==> src/rtl/odc_pkg.sv <==
package odc_pkg;

    // Register bank selected by the index bits of port 0
    typedef enum logic [1:0] {
        BK_CTRL = 2'd0,
        BK_IRQ  = 2'd1,
        BK_MIXA = 2'd2,
        BK_MIXB = 2'd3
    } bank_e;

    localparam logic [1:0] PORT_IDX = 2'd0;
    localparam logic [1:0] PORT_A   = 2'd1;
    localparam logic [1:0] PORT_B   = 2'd2;
    localparam logic [1:0] PORT_C   = 2'd3;

    localparam int BYTE_W    = 8;
    localparam int IRQ_W     = 5;
    localparam int APPLY_BIT = 5;

    // Volume lane order
    localparam int MIX_LL = 0;
    localparam int MIX_LR = 1;
    localparam int MIX_RL = 2;
    localparam int MIX_RR = 3;
    localparam int MIX_N  = 4;

endpackage

==> src/rtl/odc_byte_fifo.sv <==
module odc_byte_fifo #(
    parameter int DEPTH = 16,
    parameter int W     = 8
) (
    input  logic         clk,
    input  logic         rst_n,
    input  logic         push,
    input  logic [W-1:0] push_data,
    input  logic         pop,
    output logic [W-1:0] head,
    output logic         empty,
    output logic         full
);
    localparam int AW = $clog2(DEPTH);
    localparam int CW = $clog2(DEPTH + 1);

    logic [W-1:0]  mem [DEPTH];
    logic [AW-1:0] wp_q, rp_q;
    logic [CW-1:0] cnt_q;
    logic          do_push, do_pop;

    assign empty   = (cnt_q == '0);
    assign full    = (cnt_q == CW'(DEPTH));
    assign do_push = push && !full;   // overflow is dropped
    assign do_pop  = pop && !empty;   // underflow is harmless
    assign head    = empty ? '0 : mem[rp_q];

    always_ff @(posedge clk) begin
        if (do_push) begin
            mem[wp_q] <= push_data;
        end
    end

    always_ff @(posedge clk) begin
        if (!rst_n) begin
            wp_q  <= '0;
            rp_q  <= '0;
            cnt_q <= '0;
        end else begin
            if (do_push) begin
                wp_q <= (wp_q == AW'(DEPTH - 1)) ? '0 : wp_q + 1'b1;
            end
            if (do_pop) begin
                rp_q <= (rp_q == AW'(DEPTH - 1)) ? '0 : rp_q + 1'b1;
            end
            unique case ({do_push, do_pop})
                2'b10:   cnt_q <= cnt_q + 1'b1;
                2'b01:   cnt_q <= cnt_q - 1'b1;
                default: cnt_q <= cnt_q;
            endcase
        end
    end

endmodule

==> src/rtl/odc_irq_ctrl.sv <==
module odc_irq_ctrl #(
    parameter int W = 5
) (
    input  logic         clk,
    input  logic         rst_n,
    input  logic [W-1:0] set_in,
    input  logic         en_we,
    input  logic         clr_we,
    input  logic [W-1:0] wdata,
    output logic [W-1:0] en_q,
    output logic [W-1:0] flag_q,
    output logic         irq
);
    logic [W-1:0] clr_mask;
    logic [W-1:0] flag_d;

    always_comb begin
        clr_mask = clr_we ? wdata : '0;
        // a set pulse in the same cycle wins over the clear
        flag_d   = (flag_q & ~clr_mask) | set_in;
    end

    always_ff @(posedge clk) begin
        if (!rst_n) begin
            en_q   <= '0;
            flag_q <= '0;
        end else begin
            flag_q <= flag_d;
            if (en_we) begin
                en_q <= wdata;
            end
        end
    end

    assign irq = |(flag_q & en_q);

endmodule

==> src/rtl/odc_mix_vol.sv <==
module odc_mix_vol #(
    parameter int LANES = 4,
    parameter int W     = 8
) (
    input  logic                      clk,
    input  logic                      rst_n,
    input  logic [LANES-1:0]          stage_we,
    input  logic [W-1:0]              wdata,
    input  logic                      apply,
    output logic [LANES-1:0][W-1:0]   vol
);
    for (genvar i = 0; i < LANES; i++) begin : g_lane
        logic [W-1:0] stage_q;
        logic [W-1:0] act_q;

        always_ff @(posedge clk) begin
            if (!rst_n) begin
                stage_q <= '0;
            end else if (stage_we[i]) begin
                stage_q <= wdata;
            end
        end

        always_ff @(posedge clk) begin
            if (!rst_n) begin
                act_q <= '0;
            end else if (apply) begin
                act_q <= stage_q;
            end
        end

        assign vol[i] = act_q;
    end

endmodule

==> src/rtl/odc_host_regs.sv <==
module odc_host_regs
    import odc_pkg::*;
#(
    parameter int PAR_DEPTH = 16,
    parameter int RSP_DEPTH = 16,
    parameter int DAT_DEPTH = 32
) (
    input  logic             clk,
    input  logic             rst_n,
    input  logic [1:0]       host_sel,
    input  logic             host_wr,
    input  logic             host_rd,
    input  logic [7:0]       host_wdata,
    output logic [7:0]       host_rdata,
    output logic             cmd_valid,
    output logic [7:0]       cmd_byte,
    output logic             req_valid,
    output logic [7:0]       req_byte,
    input  logic             par_pop,
    output logic             par_avail,
    output logic [7:0]       par_byte,
    input  logic             rsp_push,
    input  logic [7:0]       rsp_byte,
    input  logic             dat_push,
    input  logic [7:0]       dat_byte,
    input  logic [4:0]       irq_set,
    output logic             irq,
    output logic [7:0]       vol_ll,
    output logic [7:0]       vol_lr,
    output logic [7:0]       vol_rl,
    output logic [7:0]       vol_rr
);
    // ---------------------------------------------------------------
    // Bank state register
    // ---------------------------------------------------------------
    bank_e bank_q;
    logic  idx_we;

    assign idx_we = host_wr && (host_sel == PORT_IDX);

    always_ff @(posedge clk) begin
        if (!rst_n) begin
            bank_q <= BK_CTRL;
        end else if (idx_we) begin
            bank_q <= bank_e'(host_wdata[1:0]);
        end
    end

    // ---------------------------------------------------------------
    // Write decode by bank
    // ---------------------------------------------------------------
    logic             wr_a, wr_b, wr_c;
    logic             cmd_we, req_we, par_push, en_we, clr_we, apply;
    logic [MIX_N-1:0] stage_we;

    assign wr_a = host_wr && (host_sel == PORT_A);
    assign wr_b = host_wr && (host_sel == PORT_B);
    assign wr_c = host_wr && (host_sel == PORT_C);

    always_comb begin
        cmd_we   = 1'b0;
        req_we   = 1'b0;
        par_push = 1'b0;
        en_we    = 1'b0;
        clr_we   = 1'b0;
        apply    = 1'b0;
        stage_we = '0;
        unique case (bank_q)
            BK_CTRL: begin
                cmd_we   = wr_a;
                par_push = wr_b;
                req_we   = wr_c;
            end
            BK_IRQ: begin
                en_we  = wr_b;
                clr_we = wr_c;
            end
            BK_MIXA: begin
                stage_we[MIX_LL] = wr_b;
                stage_we[MIX_LR] = wr_c;
            end
            BK_MIXB: begin
                stage_we[MIX_RR] = wr_a;
                stage_we[MIX_RL] = wr_b;
                apply            = wr_c && host_wdata[APPLY_BIT];
            end
        endcase
    end

    // ---------------------------------------------------------------
    // Drive-side strobes
    // ---------------------------------------------------------------
    always_ff @(posedge clk) begin
        if (!rst_n) begin
            cmd_valid <= 1'b0;
            cmd_byte  <= '0;
            req_valid <= 1'b0;
            req_byte  <= '0;
        end else begin
            cmd_valid <= cmd_we;
            req_valid <= req_we;
            if (cmd_we) begin
                cmd_byte <= host_wdata;
            end
            if (req_we) begin
                req_byte <= host_wdata;
            end
        end
    end

    // ---------------------------------------------------------------
    // FIFOs
    // ---------------------------------------------------------------
    logic       rsp_pop, dat_pop;
    logic [7:0] rsp_head, dat_head;
    logic       par_empty, par_full, rsp_empty, rsp_full, dat_empty, dat_full;

    assign rsp_pop = host_rd && (host_sel == PORT_A);
    assign dat_pop = host_rd && (host_sel == PORT_B);

    odc_byte_fifo #(.DEPTH(PAR_DEPTH), .W(BYTE_W)) u_par_fifo (
        .clk       (clk),
        .rst_n     (rst_n),
        .push      (par_push),
        .push_data (host_wdata),
        .pop       (par_pop),
        .head      (par_byte),
        .empty     (par_empty),
        .full      (par_full)
    );

    odc_byte_fifo #(.DEPTH(RSP_DEPTH), .W(BYTE_W)) u_rsp_fifo (
        .clk       (clk),
        .rst_n     (rst_n),
        .push      (rsp_push),
        .push_data (rsp_byte),
        .pop       (rsp_pop),
        .head      (rsp_head),
        .empty     (rsp_empty),
        .full      (rsp_full)
    );

    odc_byte_fifo #(.DEPTH(DAT_DEPTH), .W(BYTE_W)) u_dat_fifo (
        .clk       (clk),
        .rst_n     (rst_n),
        .push      (dat_push),
        .push_data (dat_byte),
        .pop       (dat_pop),
        .head      (dat_head),
        .empty     (dat_empty),
        .full      (dat_full)
    );

    assign par_avail = !par_empty;

    // ---------------------------------------------------------------
    // Interrupt enable / flags
    // ---------------------------------------------------------------
    logic [IRQ_W-1:0] irq_en, irq_flag;

    odc_irq_ctrl #(.W(IRQ_W)) u_irq (
        .clk    (clk),
        .rst_n  (rst_n),
        .set_in (irq_set),
        .en_we  (en_we),
        .clr_we (clr_we),
        .wdata  (host_wdata[IRQ_W-1:0]),
        .en_q   (irq_en),
        .flag_q (irq_flag),
        .irq    (irq)
    );

    // ---------------------------------------------------------------
    // Staged cross-mix volumes
    // ---------------------------------------------------------------
    logic [MIX_N-1:0][BYTE_W-1:0] vol;

    odc_mix_vol #(.LANES(MIX_N), .W(BYTE_W)) u_mix (
        .clk      (clk),
        .rst_n    (rst_n),
        .stage_we (stage_we),
        .wdata    (host_wdata),
        .apply    (apply),
        .vol      (vol)
    );

    assign vol_ll = vol[MIX_LL];
    assign vol_lr = vol[MIX_LR];
    assign vol_rl = vol[MIX_RL];
    assign vol_rr = vol[MIX_RR];

    // ---------------------------------------------------------------
    // Read mux
    // ---------------------------------------------------------------
    logic [7:0] status;
    logic [7:0] port_c_rd;

    assign status = {dat_full, !dat_empty, !rsp_empty, !par_full,
                     par_empty, rsp_full, bank_q};

    always_comb begin
        unique case (bank_q)
            BK_CTRL, BK_MIXA: port_c_rd = {{(8-IRQ_W){1'b0}}, irq_en};
            BK_IRQ,  BK_MIXB: port_c_rd = {{(8-IRQ_W){1'b0}}, irq_flag};
        endcase
    end

    always_comb begin
        unique case (host_sel)
            PORT_IDX: host_rdata = status;
            PORT_A:   host_rdata = rsp_head;
            PORT_B:   host_rdata = dat_head;
            PORT_C:   host_rdata = port_c_rd;
        endcase
    end

endmodule

==> config.mk <==
export PLATFORM = sky130hd
export DESIGN_NAME = odc_host_regs
export DESIGN_NICKNAME = d
export VERILOG_FILES = /design/src/rtl/odc_pkg.sv /design/src/rtl/odc_byte_fifo.sv /design/src/rtl/odc_irq_ctrl.sv /design/src/rtl/odc_mix_vol.sv /design/src/rtl/odc_host_regs.sv
export SDC_FILE = /design/constraint.sdc
export NUM_CORES = 1
export LEC_CHECK = 0
export ABC_AREA = 0
export BUFFER_PORTS_ARGS = -buffer_cell sky130_fd_sc_hd__buf_4
export CAP_MARGIN = 10
export CORE_MARGIN = 4
export CORE_UTILIZATION = 60
export CTS_CLUSTER_DIAMETER = 200
export DETAILED_ROUTE_END_ITERATION = 16
export GPL_TIMING_DRIVEN = 0
export PLACE_DENSITY = 0.78
export SKIP_LAST_GASP = 1
export SYNTH_ARGS = -nofsm -noshare
export SYNTH_HDL_FRONTEND = slang
export SYNTH_HIERARCHICAL = 1
export SYNTH_SLANG_ARGS = --single-unit
==> constraint.sdc <==
create_clock -name clk -period 4.2 [get_ports clk]
set_clock_uncertainty 0.1 [all_clocks]
set_input_delay 1.26 -clock clk [delete_from_list [all_inputs] [get_ports clk]]
set_output_delay 1.26 -clock clk [all_outputs]
set_load 0.03 [all_outputs]
==> results.txt <==
The CTS root buffer is clkbuf_16. Setup repair after global routing could not meet its margin everywhere. The max-capacitance violation count is 0. The initial antenna violation count is 0. The final HPWL from detailed placement is 37.0 mm. The compound-cell area share of the yosys netlist came out at 4.75%. Among all flip-flop cells after synthesis, the most frequent one is edfxtp_1.

The peak clock frequency supported by timing came out at 0.222 GHz. The sum of negative setup slack came out at -1.59 ns. The area fraction of the dominant cell type after synthesis came out at 57.0%. For the worst-skew pair, the clock arrives at the later sink with an insertion delay of 0.58 ns. The kind of end point of the critical path is a primary output. After clock tree synthesis, the clock-pin slew on the worst setup and hold paths is 0.06 ns.

The critical path in this run is classified as reg -> out. The synthesized area per cell is 16.7 µm². The vias after detailed routing came out at 15,000.

The largest individual stage delay along the critical path comes from the cell mux4_2. The share of post-route cells with drive strength above 1 came out at 25.5%. The final cycle utilization of the critical path is 107%. The simple-gate share of the synthesized area is 7.21%.

The signed area change from the synthesized netlist to the final layout is 14.9%. The checks that failed: setup timing. In the synthesized netlist the async set-or-reset flop fraction comes to 0%. The area share of fa/ha/maj cells after synthesis is 1.21%. In the post-synthesis netlist, the biggest area contributors are edfxtp_1 (57%), dfxtp_1 (11%), mux4_2 (11%). At the worst endpoint, the required time is 2.84 ns. The clock power share came out at 38.0%. The number of warnings issued by yosys is 6.

The floorplan step defined a core boundary enclosing 44,300 µm². The transition time at the pin with the least slew margin is 1.02 ns. In this run the most used layer during global routing was met2. The die outline width came out at 220 µm. At the end of routability-driven placement, the weighted congestion stood at 0.825. The length of the first detailed-routing pass in iterations is 5.

The tightest slew margin relative to the limit is 31.4%. The first-iteration detailed-routing DRC count came out at 1,487. edfxtp_1 is the most common cell in the netlist.

The internal portion of total power is 11.4 mW. The largest area contributor in the netlist is edfxtp_1. Summed over all cells, the static leakage comes to 10.0 nW.

The longest individual stage delay on the worst path is 0.55 ns. For this run, the post-layout net count is 1,867. Dividing total power by cell area gives a power density of 488 nW/µm². The parity-gate share of the synthesized area counting xor and xnor cells came out at 0.584%.

The net count after synthesis is 1,683. The die area came out at 48,400 µm². Counting every instance in the synthesized netlist gives 1,619. The portion of the post-synthesis area used by sequential elements is 68.0%. The slack of the critical path is -0.304 ns. The layout filler cell count is 2,763.

The total count of max-transition violations in the final report is 0. The worst voltage drop across the vdd grid is 0.404 mV. The met3 capacity usage during global routing is 4.52%.

The aggregate global routing overflow came out at 0. The number of enable flip-flop cells after synthesis is 512. The switching part of the total came out at 24.6%. The hold violation count in the final report came out at 0. Using the TritonRoute via totals, the vias-per-cell ratio works out to 6.11.

Global routing used 24.2% of the available tracks across all layers. The worst-case register-to-register setup slack is 0.72 ns. The final layout contains routed wiring with a total length of 57.8 mm. In this run, post-CTS hold repair placed 0 buffers. For the worst setup path, the data arrival time is 3.14 ns. The sink count of the clock tree came out at 661.

The depth of the CTS H-tree is 3. 0 antenna diodes ended up in the layout. Pin placement for this block handled 106 I/O pins. Setup violations remaining at the end of the flow were counted as 8. The remaining antenna violation count is 0. The worst hold-check path type is reg -> reg. The net switching power is 3.71 mW. Entering global routing, the biggest net connects 33 pins.

The global-route wire length before repair is 89.0 mm. The met2 track demand over resource came out at 40.7%. The CTS tree is yes.

The total number of placement rows is 77. The via count of the first global-routing pass is 15,400. The detail-routed net length per standard cell is 23.6 µm. The flip-flop and latch count after synthesis is 661. Measured against the total synthesized area, the mux share comes to 15.6%.

The count of buffers added on input and output ports is 104. The worst-case hold slack came out at 0.368 ns. The remaining routing DRC violations came out at 0.

The critical path launch point type is a register. The height of the die is 220 µm. The register share of total power is 48.1%. The final period demand of the worst path is 4.50 ns. The maximum clock path buffer count is 3.

The number of distinct library cells after synthesis came out at 73. The cell area that synthesis handed to floorplanning was 27,000 µm². The run finished, with violations left. Walking the worst path, the cells encountered are buf_12, buf_12, mux4_2, mux2i_1, nor2_1, a221oi_4, a21oi_2, mux4_2, buf_6.

TritonCTS created 67 clock buffers. The met1 routing resource usage after global routing is 32.3%. After synthesis, the largest family of logic cells by area is multiplexers. Sorting the synthesized cells by how often they occur yields edfxtp_1 (512), dfxtp_1 (149), mux4_2 (131), mux2i_1 (120), nor2b_1 (96).

The starting density of the core is 60.9%. The maximum net fanout on the critical path is 8. Combinational logic is responsible for 14.0% of the overall power.

The post-layout utilization of the core came out at 69.9%.
registers in the layout, indices dropped and copies added, names as in the netlist, 6 cells and up, named ones only:
signal,flops
req_byte,8
cmd_byte,8
u_mix/g_lane.act_q,32
u_mix/g_lane.stage_q,32
u_dat_fifo/cnt_q,6
u_par_fifo/mem,128
u_dat_fifo/mem,256
u_rsp_fifo/mem,128
kinds of logic (layout without fill, tap and decap cells):
kind of cell,Yosys count,after routing
buffers and inverters,127,363
flip-flops,661,661
AO/OA/AOI/OAI,167,167
multiplexers,256,256
XOR/XNOR,18,18
adder cells (fa/ha/maj),26,26
AND/OR/NAND/NOR,364,364
worst paths after layout:
check	startpoint	to	cells past startpoint
max	register	host_rdata[2]	9
max reg2reg	u_dat_fifo/cnt_q[0]	u_dat_fifo/cnt_q[4]	13
min reg2reg	cmd_byte[6]	cmd_byte[6]	2
min	cmd_byte[6]	cmd_byte[6]	2
critical path, delay by kind of cell, from the launching register on:
kind	cells	cell delay [ns]
AO/OA/AOI/OAI	2	0.37
multiplexers	3	1.27
buffers and inverters	3	0.47
flip-flops	1	0.34
AND/OR/NAND/NOR	1	0.10
what timing repair did:
action / in CTS / in global routing
endpoints found under the setup margin: 9 / 9
setup buffers: 4 / 3
pin swaps: 5 / 6
cloned: 1 / 0
gates resized for setup: 63 / 9
layout by cell type (no fill, tap or decap), drive strengths merged, types with 19 or more instances in the layout:
| cell type | n |
|---|---|
| nand2 | 55 |
| o21ai | 36 |
| nor2 | 92 |
| a21boi | 21 |
| clkbuf | 136 |
| buf | 182 |
| edfxtp | 512 |
| dfxtp | 149 |
| nor3 | 20 |
| nand3 | 37 |
| a211oi | 32 |
| inv | 22 |
| mux4 | 131 |
| ha | 26 |
| mux2i | 120 |
| a21oi | 22 |
| nor2b | 96 |
| clkinv | 19 |
routing by layer:
layer | vias up | part of all wire (%)
li1 | 6649 | -
met3 | 134 | 6.6
met1 | 7555 | 40
met2 | 614 | 51
met4 | 0 | 3.3
met5 | - | 0
per-stage QoR:
stage	worst slack [ns]	total power [mW]	instance area [µm²]	instances
finish	-0.304	15.1	31000	2447
global route	-0.424	15.7	31000	2447
detailed placement	-0.631	9.48	28500	2320
floorplan	0.223	8.81	27000	1619
global placement	-0.512	9.41	28500	2315
CTS	-0.286	15.2	30900	2444
power groups by stage:
stage	sequential, mW	clock, mW	combinational, mW
after floorplan	7.39	0	1.42
final	7.27	5.74	2.11
after global placement	7.39	0	2.02
after global routing	7.28	6.14	2.28
after detailed placement	7.40	0	2.07
after CTS	7.27	5.85	2.11
final cells by class:
type                       count  area (µm²)  area share, %
tap                          592         741           2.39
timing repair buffer         119         906           2.92
buffer                       102         761           2.45
inverter                      21        78.8          0.254
sequential                   661       18400           59.2
multi-input combinational    831        8030           25.9
clock inverter                24         193          0.622
clock buffer                  97        1930           6.23
No activity file was read; power rests on OpenSTA's default activity.
